**config.mk**
```make
export PLATFORM = sky130hd
export DESIGN_NAME = adc_cmd_port
export DESIGN_NICKNAME = d
export VERILOG_FILES = /design/src/rtl/adc_cmd_pkg.sv /design/src/rtl/adc_cmd_ctrl.sv /design/src/rtl/adc_cmd_dpath.sv /design/src/rtl/adc_cmd_port.sv
export SDC_FILE = /design/constraint.sdc
export NUM_CORES = 1
export LEC_CHECK = 0
export BUFFER_PORTS_ARGS = -buffer_cell sky130_fd_sc_hd__buf_2
export CELL_PAD_IN_SITES_DETAIL_PLACEMENT = 1
export CELL_PAD_IN_SITES_GLOBAL_PLACEMENT = 2
export CORE_ASPECT_RATIO = 1.5
export CORE_MARGIN = 1.5
export CORE_UTILIZATION = 44
export CTS_CLUSTER_DIAMETER = 150
export DETAILED_ROUTE_END_ITERATION = 8
export PLACE_DENSITY_LB_ADDON = 0.15
export SYNTH_ARGS = -nofsm -noshare
export SYNTH_HDL_FRONTEND = slang
export SYNTH_SLANG_ARGS = --single-unit
```
**constraint.sdc**
```tcl
create_clock -name sclk -period 6.72 [get_ports sclk]
set_input_delay 1.344 -clock sclk [delete_from_list [all_inputs] [get_ports sclk]]
set_output_delay 1.344 -clock sclk [all_outputs]
set_load 0.01 [all_outputs]
```
**src/rtl/adc_cmd_pkg.sv**
```systemverilog
package adc_cmd_pkg;
  localparam int BYTE_W  = 8;
  localparam int CH_W    = 3;
  localparam int NUM_CH  = 1 << CH_W;
  localparam int RANGE_W = 3;
  localparam logic [3:0] NIB_CONV = 4'b0000;
  localparam logic [3:0] NIB_MODE = 4'b1000;
  localparam logic [CH_W-1:0] MODE_INTCLK = 3'b001;

  typedef enum logic [1:0] {ST_IDLE, ST_CMD, ST_ACQ, ST_OUT} ctrlState_e;

  typedef struct packed {
    logic cfgWr;
    logic modeWr;
    logic accept;
    logic latch;
    logic shift;
  } dpCmd_t;
endpackage

```
**src/rtl/adc_cmd_ctrl.sv**
```systemverilog
module adc_cmd_ctrl
  import adc_cmd_pkg::*;
#(
  parameter int SAMPLE_W = 14,
  parameter int PAD_W    = 2,
  parameter int ACQ_CYC  = 8
) (
  input  logic            sclk,
  input  logic            rstN,
  input  logic            csN,
  input  logic            din,
  input  logic            intClkMode,
  input  logic            rdDiff,
  output logic [CH_W-1:0] cmdChan,
  output logic [3:0]      cmdLow,
  output dpCmd_t          ctl,
  output logic            outActive
);
  localparam int OUT_CYC = SAMPLE_W + PAD_W;
  localparam int CNT_MAX = (OUT_CYC > ACQ_CYC) ? OUT_CYC : ACQ_CYC;
  localparam int CNT_W   = $clog2(CNT_MAX);
  localparam int BODY_W  = BYTE_W - 1;
  localparam int SH_W    = BYTE_W - 2;
  localparam int BIT_W   = $clog2(BODY_W);

  ctrlState_e       state;
  logic [SH_W-1:0]  shiftQ;
  logic [BIT_W-1:0] bitCnt;
  logic [CNT_W-1:0] cnt;
  logic [BODY_W-1:0] body;
  logic byteDone, isConv, isMode, reserved, acceptNow, acqDone, outDone;

  assign body     = {shiftQ, din};
  assign cmdChan  = body[BODY_W-1 -: CH_W];
  assign cmdLow   = body[3:0];
  assign isConv   = (cmdLow == NIB_CONV);
  assign isMode   = (cmdLow == NIB_MODE);
  assign reserved = rdDiff && cmdChan[0];
  assign byteDone = (state == ST_CMD) && (bitCnt == BIT_W'(BODY_W-1)) && !csN;
  assign acceptNow = byteDone && isConv && !reserved;
  assign acqDone  = (state == ST_ACQ) && (cnt == CNT_W'(ACQ_CYC-1)) && !csN;
  assign outDone  = (state == ST_OUT) && (cnt == CNT_W'(OUT_CYC-1));
  assign outActive = (state == ST_OUT) && !csN;

  always_comb begin
    ctl        = '0;
    ctl.cfgWr  = byteDone && !isConv && !isMode;
    ctl.modeWr = byteDone && isMode;
    ctl.accept = acceptNow;
    ctl.latch  = (acceptNow && intClkMode) || acqDone;
    ctl.shift  = outActive;
  end

  always_ff @(posedge sclk or negedge rstN) begin
    if (!rstN) begin
      state  <= ST_IDLE;
      shiftQ <= '0;
      bitCnt <= '0;
      cnt    <= '0;
    end else if (csN) begin
      state  <= ST_IDLE;
      bitCnt <= '0;
      cnt    <= '0;
    end else begin
      case (state)
        ST_IDLE: if (din) begin
          state  <= ST_CMD;
          bitCnt <= '0;
        end
        ST_CMD: begin
          shiftQ <= {shiftQ[SH_W-2:0], din};
          bitCnt <= bitCnt + 1'b1;
          if (byteDone) begin
            bitCnt <= '0;
            cnt    <= '0;
            if (acceptNow) state <= intClkMode ? ST_OUT : ST_ACQ;
            else           state <= ST_IDLE;
          end
        end
        ST_ACQ: begin
          cnt <= cnt + 1'b1;
          if (acqDone) begin
            state <= ST_OUT;
            cnt   <= '0;
          end
        end
        ST_OUT: begin
          cnt <= cnt + 1'b1;
          if (outDone) begin
            state <= ST_IDLE;
            cnt   <= '0;
          end
        end
        default: state <= ST_IDLE;
      endcase
    end
  end

  // a reserved differential pair code leaves the block waiting for a start bit
  a_r6_reserved_dropped: assert property (@(posedge sclk) disable iff (!rstN)
    (byteDone && isConv && reserved) |=> (state == ST_IDLE));

  // chip select high returns the sequencer to idle
  a_r11_abort_idle: assert property (@(posedge sclk) disable iff (!rstN)
    csN |=> (state == ST_IDLE));

  // after the last padded bit the output phase is over
  a_r9_frame_closes: assert property (@(posedge sclk) disable iff (!rstN)
    (outDone && !csN) |=> !outActive);
endmodule

```
**src/rtl/adc_cmd_dpath.sv**
```systemverilog
module adc_cmd_dpath
  import adc_cmd_pkg::*;
#(
  parameter int SAMPLE_W = 14,
  parameter int PAD_W    = 2
) (
  input  logic               sclk,
  input  logic               rstN,
  input  dpCmd_t             ctl,
  input  logic [CH_W-1:0]    cmdChan,
  input  logic [3:0]         cmdLow,
  input  logic [SAMPLE_W-1:0] sampleData,
  output logic               rdDiff,
  output logic               intClkMode,
  output logic [CH_W-1:0]    modeOut,
  output logic [CH_W-1:0]    selChan,
  output logic               selDiff,
  output logic [RANGE_W-1:0] selRange,
  output logic               dout,
  output logic               readyStb
);
  localparam int OUT_W = SAMPLE_W + PAD_W;

  logic [NUM_CH-1:0]              cfgDiff;
  logic [NUM_CH-1:0][RANGE_W-1:0] cfgRange;
  logic [CH_W-1:0]                modeReg;
  logic [OUT_W-1:0]               resQ;

  assign rdDiff     = cfgDiff[cmdChan];
  assign intClkMode = (modeReg == MODE_INTCLK);
  assign modeOut    = modeReg;
  assign dout       = resQ[OUT_W-1];

  always_ff @(posedge sclk or negedge rstN) begin
    if (!rstN) begin
      cfgDiff  <= '0;
      cfgRange <= '0;
    end else if (ctl.cfgWr) begin
      cfgDiff[cmdChan]  <= cmdLow[3];
      cfgRange[cmdChan] <= cmdLow[RANGE_W-1:0];
    end
  end

  always_ff @(posedge sclk or negedge rstN) begin
    if (!rstN)           modeReg <= '0;
    else if (ctl.modeWr) modeReg <= cmdChan;
  end

  always_ff @(posedge sclk or negedge rstN) begin
    if (!rstN) begin
      selChan  <= '0;
      selDiff  <= 1'b0;
      selRange <= '0;
    end else if (ctl.accept) begin
      selChan  <= cmdChan;
      selDiff  <= cfgDiff[cmdChan];
      selRange <= cfgRange[cmdChan];
    end
  end

  always_ff @(posedge sclk or negedge rstN) begin
    if (!rstN) begin
      resQ     <= '0;
      readyStb <= 1'b0;
    end else begin
      readyStb <= ctl.latch;
      if (ctl.latch)      resQ <= {sampleData, {PAD_W{1'b0}}};
      else if (ctl.shift) resQ <= {resQ[OUT_W-2:0], 1'b0};
    end
  end

  // at most one decoded action per completed byte
  a_r3_one_action: assert property (@(posedge sclk) disable iff (!rstN)
    $onehot0({ctl.cfgWr, ctl.modeWr, ctl.accept}));

  // channel configuration moves only on a configuration write
  a_r4_cfg_hold: assert property (@(posedge sclk) disable iff (!rstN)
    !ctl.cfgWr |=> ($stable(cfgDiff) && $stable(cfgRange)));

  // the mode register moves only on a mode load
  a_r5_mode_hold: assert property (@(posedge sclk) disable iff (!rstN)
    !ctl.modeWr |=> $stable(modeReg));

  // the ready pulse never lasts two cycles
  a_r10_ready_single: assert property (@(posedge sclk) disable iff (!rstN)
    readyStb |=> !readyStb);

  // selection outputs hold between accepted conversions
  a_r12_sel_hold: assert property (@(posedge sclk) disable iff (!rstN)
    !ctl.accept |=> ($stable(selChan) && $stable(selDiff) && $stable(selRange)));
endmodule

```
**src/rtl/adc_cmd_port.sv**
```systemverilog
module adc_cmd_port
  import adc_cmd_pkg::*;
#(
  parameter int SAMPLE_W = 14,
  parameter int PAD_W    = 2,
  parameter int ACQ_CYC  = 8
) (
  input  logic                sclk,
  input  logic                rstN,
  input  logic                csN,
  input  logic                din,
  input  logic [SAMPLE_W-1:0] sampleData,
  output logic                dout,
  output logic                doutEn,
  output logic                readyStb,
  output logic [CH_W-1:0]     selChan,
  output logic                selDiff,
  output logic [RANGE_W-1:0]  selRange,
  output logic [CH_W-1:0]     modeOut
);
  dpCmd_t          ctl;
  logic [CH_W-1:0] cmdChan;
  logic [3:0]      cmdLow;
  logic            rdDiff, intClkMode, outActive;

  adc_cmd_ctrl #(.SAMPLE_W(SAMPLE_W), .PAD_W(PAD_W), .ACQ_CYC(ACQ_CYC)) ctrl_i (
    .sclk(sclk), .rstN(rstN), .csN(csN), .din(din),
    .intClkMode(intClkMode), .rdDiff(rdDiff),
    .cmdChan(cmdChan), .cmdLow(cmdLow), .ctl(ctl), .outActive(outActive)
  );

  adc_cmd_dpath #(.SAMPLE_W(SAMPLE_W), .PAD_W(PAD_W)) dpath_i (
    .sclk(sclk), .rstN(rstN), .ctl(ctl), .cmdChan(cmdChan), .cmdLow(cmdLow),
    .sampleData(sampleData), .rdDiff(rdDiff), .intClkMode(intClkMode),
    .modeOut(modeOut), .selChan(selChan), .selDiff(selDiff), .selRange(selRange),
    .dout(dout), .readyStb(readyStb)
  );

  assign doutEn = outActive;
endmodule

```
==> out/metrics.yaml <==
synthesis:
  yosysWarnings: 0
  async_reset_ff_share_pct: 100
  synth_top_area_share_pct: 50.1
  synth_area_um2: 3590
  synth_edf_count: 0
  postSynthCellCount: 290
  syn_avg_cell_area_um2: 12.4
  ys_types: 45
  synthFlopType: "dfrtp_1"
  syn_nets: 316
  synthTopCellsByArea: "dfrtp_1 (50%), mux2_2 (20%), mux2_4 (3.8%)"
  ys_seq_area_share_pct: 50.1
  synth_top_cell_by_area: "dfrtp_1"
  ys_ff_latch: 72
clock_tree:
  tritoncts: "built"
  cts_made_buffers: 9
  cts_resized: 0
  hold_buffers: 0
  root_buffer: "clkbuf_16"
  post_cts_buffers: 0
  htreeDepth: 3
  cts.path.max_buffers: 2
  cts_sinks: 72
  clk_latency_ns: 0.33
  clkTransAtPathRegs_ns: 0.05
critical_path:
  crit_path_max_incr_delay_ns: 0.26
  cp.required_ns: 5.38
  worst-setup-path-type: "in -> out"
  start_kind: "input port"
  cp_slowest_cell: "buf_4"
  reg2reg_depth: 7
  critPathTopFamily: "buffers and inverters"
  crit_path_cell_trace: "buf_2 > nor2b_1 > buf_4 > buf_2"
  path_depth: 4
  cp_max_fo: 15
  crit_arrival_ns: 2.11
  cp_common_cell: "buf_2"
  cp-end-kind: "output port"
  worst-path-buf-inv: 3
power_and_ir_drop:
  pwr-share-comb_pct: 14.2
  leakage_nw: 1.98
  switching_share_pct: 28.7
  p_seq_share_pct: 45.3
  p_int_mw: 0.838
  vdd_drop_max_v: 0.000153
  power_density_nw_per_um2: 286
  p_sw_mw: 0.338
  clkPwrFrac_pct: 40.5
grt:
  antenna_found_initial: 0
  grt_usage_pct: 19.5
  use_met2_pct: 34.2
  grt_max_degree: 73
  gr-max-usage-layer: "met2"
  met3_usage_pct: 2.72
  grt_pass1_vias: 2537
  overflow: 0
  use_met1_pct: 22.6
  grt_pass1_wl_um: 12900
timing:
  slew_viol_final: 0
  tightest_slew_ns: 0.972
  setup_violations: 0
  period_share_pct: 51.4
  finalCriticalPeriod_ns: 3.45
  tns_ns: 0
  max_freq_mhz: 290
  rsz0062_at_grt: "false"
  hold_violations: 0
  slew_headroom_pct: 35.1
  fin_skew_ns: 0.00442
die:
  core_um2: 7960
  fp.dieH_um: 114
  die_w_um: 76.8
  pin_count: 31
  rows: 40
  dieArea_um2: 8730
  start_util_pct: 45.2
drt:
  num_vias: 2334
  dr.pass1.iters: 4
  wl_per_cell_um: 18.4
  routed_wl_um: 7850
  drc_errors: 0
  drt_iter0_drc: 50
  via_per_inst: 5.48
  ant_nets: 0
finish:
  finalNetCount: 342
  final_cells: 426
  layout_commonest_cell: "dfrtp_1"
  diodes: 0
  drive_gt1_share_pct: 40.2
  syn_to_final_growth_pct: 14.2
  final_cell_mix: "dfrtp_1 (72), mux2_2 (64), buf_2 (30)"
  final_cell_area_um2: 4110
place:
  dpl-instance-area_um2: 3810
  dp_cells: 410
  hpwl_um: 5190
  gp_congestion: 0.765
  place.port_buffers: 30
min_path:
  hold_depth: 1
  min_path_type: "reg -> reg"
job:
  cap_violations: 0
status:
  run_status: "complete, no violations"
[cell usage after synthesis (4+ instances only)]
cell type and instances:
a21oi_1 7, buf_2 4, clkbuf_1 11, dfrtp_1 72
ha_1 8, inv_1 4, mux2_2 64, mux2_4 9
mux2i_1 7, nand2_1 19, nor2_1 17, nor2b_1 4
nor3_1 4, nor3b_1 4, o21ai_0 10, o31ai_1 5
[routing by layer]
metal	share of wire, %	vias up	routed length (um)
met5	0	-	0
met4	3.4	0	268
met3	1.6	17	129
met2	53	26	4140
met1	42	1199	3320
li1	-	1092	-
[layout make-up]
cell class                      instances  area (um2)
Inverter                                5        18.8
Fill cell                             831        3850
Tap cell                              105         131
Clock buffer                           13         260
Clock inverter                          3        40.0
Sequential cell                        72        1800
Multi-Input combinational cell        194        1670
Timing Repair Buffer                   34         180
[path summary, 6_finish.rpt]
path / slack (ns) / end / start
setup / recovery: 3.27 / doutEn / csN
hold / removal: 0.50 / dpath_i.cfgRange[14] / dpath_i.cfgRange[14]
setup reg to reg: 3.70 / dpath_i.resQ[3] / ctrl_i.state[1]
hold reg to reg: 0.50 / dpath_i.cfgRange[14] / dpath_i.cfgRange[14]
max in group asynchronous: 4.90 / dpath_i.cfgRange[9] / rstN
min in group asynchronous: 1.23 / dpath_i.resQ[3] / rstN
[through the flow]
stage	setup slack, ns	power (mW)	hold slack (ns)	utilization [%]
2_1_floorplan	3.14	0.649	0.466	-
3_5_place_dp	2.97	0.710	0.492	47.8
3_3_place_gp	3.01	0.707	0.481	47.8
4_1_cts	3.25	1.19	0.504	51.6
6_report	3.27	1.18	0.499	51.6
5_1_grt	3.13	1.23	0.512	51.6
[kinds of logic after synthesis]
logic type,count (synthesis),synth area share [%]
buf+inv,24,3.31
flops,72,50.1
simple gates,66,9.61
mux,82,27.0
compound gates,38,7.17
fa+ha+maj,8,2.78
[state kept, by name, indices dropped and copies added (netlist names)]
| signal | cells |
|---|---|
| ctrl_i.bitCnt | 3 |
| ctrl_i.cnt | 4 |
| ctrl_i.shiftQ | 6 |
| ctrl_i.state | 2 |
| dpath_i.cfgDiff | 8 |
| dpath_i.cfgRange | 24 |
| dpath_i.modeOut | 3 |
| dpath_i.readyStb | 1 |
| dpath_i.resQ | 14 |
| dpath_i.selChan | 3 |
| dpath_i.selDiff | 1 |
| dpath_i.selRange | 3 |
[power by group through the flow]
stage	clock (mW)	sequential, mW	combinational [mW]
after floorplan	0	0.479	0.170
after global placement	0	0.541	0.165
after detailed placement	0	0.542	0.168
after CTS	0.489	0.535	0.171
after global routing	0.506	0.541	0.185
final	0.476	0.533	0.167
Power figures use the tool's default switching activity.
